`src/rtl/gf2m_pkg.sv`:
```
package gf2m_pkg;
  localparam int GF_MAXW = 256;

  // Coefficient j of x^(m+k) mod R(x), R(x) = x^m + low
  function automatic logic fold_bit(int m, logic [GF_MAXW-1:0] low, int k, int j);
    logic [GF_MAXW-1:0] row;
    logic               top;
    row = low;
    for (int s = 0; s < k; s++) begin
      top    = row[m-1];
      row    = row << 1;
      row[m] = 1'b0;
      if (top) row = row ^ low;
    end
    return row[j];
  endfunction

  // Column j of the reduction matrix: bit k set when high term k feeds output j
  function automatic logic [GF_MAXW-1:0] fold_col(int m, logic [GF_MAXW-1:0] low, int j);
    logic [GF_MAXW-1:0] col;
    col = '0;
    for (int k = 0; k < m - 1; k++) col[k] = fold_bit(m, low, k, j);
    return col;
  endfunction
endpackage

```
`src/rtl/gf2m_term_net.sv`:
```
module gf2m_term_net #(
  parameter int M = 4
) (
  input  logic [M-1:0] a,
  input  logic [M-1:0] b,
  output logic [M-1:0] lo_terms,
  output logic [M-2:0] hi_terms
);
  // Group i forms coefficient i (length i+1) and coefficient M+i (length M-1-i)
  for (genvar i = 0; i < M; i++) begin : g_grp
    logic lo_acc;
    always_comb begin
      lo_acc = 1'b0;
      for (int j = 0; j <= i; j++) lo_acc = lo_acc ^ (a[j] & b[i-j]);
    end
    assign lo_terms[i] = lo_acc;

    if (i < M - 1) begin : g_hi
      logic hi_acc;
      always_comb begin
        hi_acc = 1'b0;
        for (int j = i + 1; j < M; j++) hi_acc = hi_acc ^ (a[j] & b[M+i-j]);
      end
      assign hi_terms[i] = hi_acc;
    end
  end
endmodule

```
`src/rtl/gf2m_fold_net.sv`:
```
module gf2m_fold_net
  import gf2m_pkg::*;
#(
  parameter int           M    = 4,
  parameter logic [M-1:0] POLY = 4'b1001
) (
  input  logic [M-1:0] lo_terms,
  input  logic [M-2:0] hi_terms,
  output logic [M-1:0] prod
);
  localparam logic [GF_MAXW-1:0] POLY_W = GF_MAXW'(POLY);

  // One XOR tree per output bit, its taps taken from the reduction matrix column
  for (genvar j = 0; j < M; j++) begin : g_tree
    localparam logic [GF_MAXW-1:0] COL_W = fold_col(M, POLY_W, j);
    localparam logic [M-2:0]       TAPS  = COL_W[M-2:0];
    assign prod[j] = lo_terms[j] ^ (^(hi_terms & TAPS));
  end
endmodule

```
`src/rtl/gf2m_out_stage.sv`:
```
module gf2m_out_stage #(
  parameter int M       = 4,
  parameter bit OUT_REG = 1'b1
) (
  input  logic         clk,
  input  logic         rst_n,
  input  logic         en,
  input  logic [M-1:0] prod,
  output logic [M-1:0] c
);
  if (OUT_REG) begin : g_reg
    logic [M-1:0] res_q;
    logic [M-1:0] res_nxt;

    always_comb begin
      res_nxt = res_q;
      if (en) res_nxt = prod;
    end

    always_ff @(posedge clk or negedge rst_n) begin
      if (!rst_n) res_q <= '0;
      else        res_q <= res_nxt;
    end

    assign c = res_q;
  end else begin : g_comb
    assign c = prod;
  end
endmodule

```
`src/rtl/gf2m_mul.sv`:
```
module gf2m_mul #(
  parameter int           M       = 4,
  parameter logic [M-1:0] POLY    = 4'b1001,
  parameter bit           OUT_REG = 1'b1
) (
  input  logic         clk,
  input  logic         rst_n,
  input  logic         en,
  input  logic [M-1:0] a,
  input  logic [M-1:0] b,
  output logic [M-1:0] c
);
  logic [M-1:0] lo_w;
  logic [M-2:0] hi_w;
  logic [M-1:0] prod_w;

  gf2m_term_net #(.M(M)) u_terms (
    .a        (a),
    .b        (b),
    .lo_terms (lo_w),
    .hi_terms (hi_w)
  );

  gf2m_fold_net #(.M(M), .POLY(POLY)) u_fold (
    .lo_terms (lo_w),
    .hi_terms (hi_w),
    .prod     (prod_w)
  );

  gf2m_out_stage #(.M(M), .OUT_REG(OUT_REG)) u_out (
    .clk   (clk),
    .rst_n (rst_n),
    .en    (en),
    .prod  (prod_w),
    .c     (c)
  );
endmodule

```
`config.mk`:
```
export PLATFORM = sky130hd
export DESIGN_NAME = gf2m_mul
export DESIGN_NICKNAME = d
export VERILOG_FILES = /design/src/rtl/gf2m_pkg.sv /design/src/rtl/gf2m_term_net.sv /design/src/rtl/gf2m_fold_net.sv /design/src/rtl/gf2m_out_stage.sv /design/src/rtl/gf2m_mul.sv
export SDC_FILE = /design/constraint.sdc
export NUM_CORES = 1
export LEC_CHECK = 0
export BUFFER_PORTS_ARGS = -buffer_cell sky130_fd_sc_hd__buf_2
export CORE_AREA = 2 2 39 41
export CTS_CLUSTER_DIAMETER = 200
export DETAILED_ROUTE_END_ITERATION = 8
export DIE_AREA = 0 0 41 43
export PLACE_DENSITY = 0.54
export SLEW_MARGIN = 20
export SYNTH_ARGS = -nofsm -noshare
export SYNTH_HDL_FRONTEND = slang
export SYNTH_SLANG_ARGS = --single-unit
```
`constraint.sdc`:
```
create_clock -name clk -period 0.8 [get_ports clk]
set_input_delay 0.12 -clock clk [delete_from_list [all_inputs] [get_ports clk]]
set_output_delay 0.12 -clock clk [all_outputs]
set_load 0.03 [all_outputs]
```
==> metrics.yaml <==
global_routing:
  grt_max_degree: 9
  antenna_found_initial: 0
  grt.overflow.total: 0
  grt_usage_pct: 15.0
  grt_pass1_wl_mm: 1.81
  met1_usage_pct: 18.4
  use_met3_pct: 3.14
  grt_pass1_vias: 449
  met2_usage_pct: 23.1
  top_usage_layer: "met2"
clock_tree:
  cts_root_buffer: "clkbuf_4"
  numCtsBuffers: 3
  clkSinkCount: 4
  clockBufferDepth: 2
  cts_tree: "built"
  path_clk_slew_ns: 0.04
  clock_latency_ns: 0.23
  htreeDepth: 1
floorplanning:
  die_w_um: 41
  rows: 14
  core_um2: 1380
  io_pins: 15
  die_area_um2: 1760
  initial_core_util_pct: 32.0
  fp.dieH_um: 43
critical_path:
  crit_arrival_ns: 1.23
  required_ns: 0.94
  cp_slowest_stage_delay_ns: 0.36
  cp_max_fo: 6
  crit_chain: "buf_6 > or3_1 > a21boi_1 > o311a_1 > o21ai_1 > a31oi_1"
  crit_path_top_delay_cell: "or3_1"
  end_kind: "register"
  cp_top_family: "compound AO/OA/AOI/OAI gates"
  path_buf_inv: 1
  crit_type: "primary input to register"
  startpoint_type: "primary input"
synthesis:
  ys_seq_area_share_pct: 22.6
  synth_fa_ha_area_share_pct: 0
  synth_cells: 61
  syn_nets: 72
  synth_compound_area_share_pct: 25.4
  synth_top_family_by_area: "simple AND/OR/NAND/NOR gates"
  ys.warnings.count: 0
  yosys.area_share.xor_xnor_pct: 15.8
  muxShareOfSynthArea_pct: 2.26
  syn_avg_cell_area_um2: 7.26
  synth-seq-cells: 4
  synth-edff-count: 0
  async_flop_share_pct: 100
  yosys.area_share.simple_pct: 28.0
  netlist_area_um2: 443
  synth_ff_type: "dfrtp_1"
  yosys.cell_types.count: 25
drt:
  vias: 517
  drt_wl_total_mm: 1.11
  dr.pass1.iters: 4
  drtIter0Drc: 7
  wl_per_cell_um: 10.5
  viasPerCell: 4.88
  drc_errors: 0
  detail-route-antenna-nets: 0
sta:
  maxSlewViolCount: 0
  rsz0062_at_grt: "true"
  finalSetupViolCount: 7
  tightest_slew_ns: 0.231
  period_share_pct: 136
  fmax_ghz: 0.922
  slew_headroom_pct: 84.4
  fin_ws_ns: -0.284
  hold_slack_ns: 0.151
  fin_tns_setup_ns: -0.797
  fin_skew_ns: 0
  min_period_ns: 1.08
  hold_viol_final: 0
power:
  power_density_nw_per_um2: 1380
  p_leak_uw: 0.000340
  ir_drop_uv: 420
place:
  portBuffers: 14
  dp.cells: 99
  dpl.hpwl_um: 892
  gp_congestion: 0.731
job:
  max_cap_viol_count: 0
hold_path:
  hold_path_class: "primary input to register"
cells_and_area:
  final_cells: 106
  areaGrowthSynthToFinish_pct: 68.4
  num_antenna_cells: 0
  drive_gt1_share_pct: 40.0
  nets: 103
  largest_reg_flops: 4
run_status:
  outcome: "finished with violations"
  violations: "setup timing"
## cell usage in the layout, fill, tap and decap left out, types with 2 or more instances in the layout
cell type / n
or3_1: 2
buf_4: 13
a21oi_1: 3
o21ai_1: 2
nand2_1: 13
buf_2: 6
dfrtp_1: 4
clkbuf_4: 3
xnor2_1: 8
buf_6: 7
nand2b_1: 3
nor2_1: 4
a211o_1: 2
buf_8: 2
## cell families (layout without fill, tap and decap cells)
logic type | after synthesis | in the layout
AO/OA/AOI/OAI | 15 | 15
AND/OR/NAND/NOR | 27 | 27
XOR/XNOR | 8 | 8
buffers and inverters | 6 | 35
flip-flops | 4 | 4
multiplexers | 1 | 1
## power breakdown
part,leakage [uW],switching (uW),internal [uW]
combinational,0.000280,243,280
sequential,0.0000462,24.2,240
clock,0.0000138,71.1,167
## per-layer routing
metal | routed length, um | vias to the layer above
met1 | 501 | 231
met5 | 0 | -
met4 | 0 | 0
li1 | - | 271
met3 | 45 | 0
met2 | 566 | 15
## final timing paths
kind	start	to	slack [ns]	cells past startpoint
min	en	u_out.c[3]	0.15	2
min in group asynchronous	rst_n	u_out.c[2]	0.22	2
max	b[2]	u_out.c[3]	-0.28	6
max reg2reg	u_out.c[0]	u_out.c[0]	0.01	3
max in group asynchronous	rst_n	u_out.c[0]	0.46	2
min reg2reg	u_out.c[1]	u_out.c[1]	0.54	2
## stage by stage
| stage | utilization (%) | power, uW | area, um^2 | setup WS [ns] |
|---|---|---|---|---|
| floorplan | - | 524 | 462 | -0.481 |
| global placement | 44.6 | 665 | 617 | -0.619 |
| detailed placement | 44.6 | 673 | 617 | -0.664 |
| CTS | 53.6 | 1050 | 742 | -0.288 |
| global route | 53.9 | 1120 | 746 | -0.393 |
| finish | 53.9 | 1030 | 746 | -0.284 |
## synth_stat cells, types with 2 or more instances
cell type / instances / area, um^2
a211o_1: 2 / 17.5
a21oi_1: 3 / 15.0
buf_2: 3 / 15.0
dfrtp_1: 4 / 100
inv_1: 2 / 7.51
nand2_1: 14 / 52.6
nand2b_1: 3 / 18.8
nor2_1: 4 / 15.0
o21ai_0: 2 / 10.0
or3_1: 2 / 12.5
xnor2_1: 8 / 70.1
## cell type report
cell class                 instances  area (um^2)
sequential                         4          100
clock buffer                       3         22.5
tap                               16         20.0
fill                             143          638
multi-input combinational         51          324
timing repair buffer              30          267
inverter                           2         12.5
## repair_timing
action / 4_1_cts / 5_1_grt
hold buffers: 1 / 0
hold endpoints to repair: 4 / 0
setup endpoints to repair: 7 / 7
gates resized for setup: 23 / 1
pin swaps: 7 / 4
setup buffers: 3 / 0
Note: power is estimated with default switching activity, not from simulation.
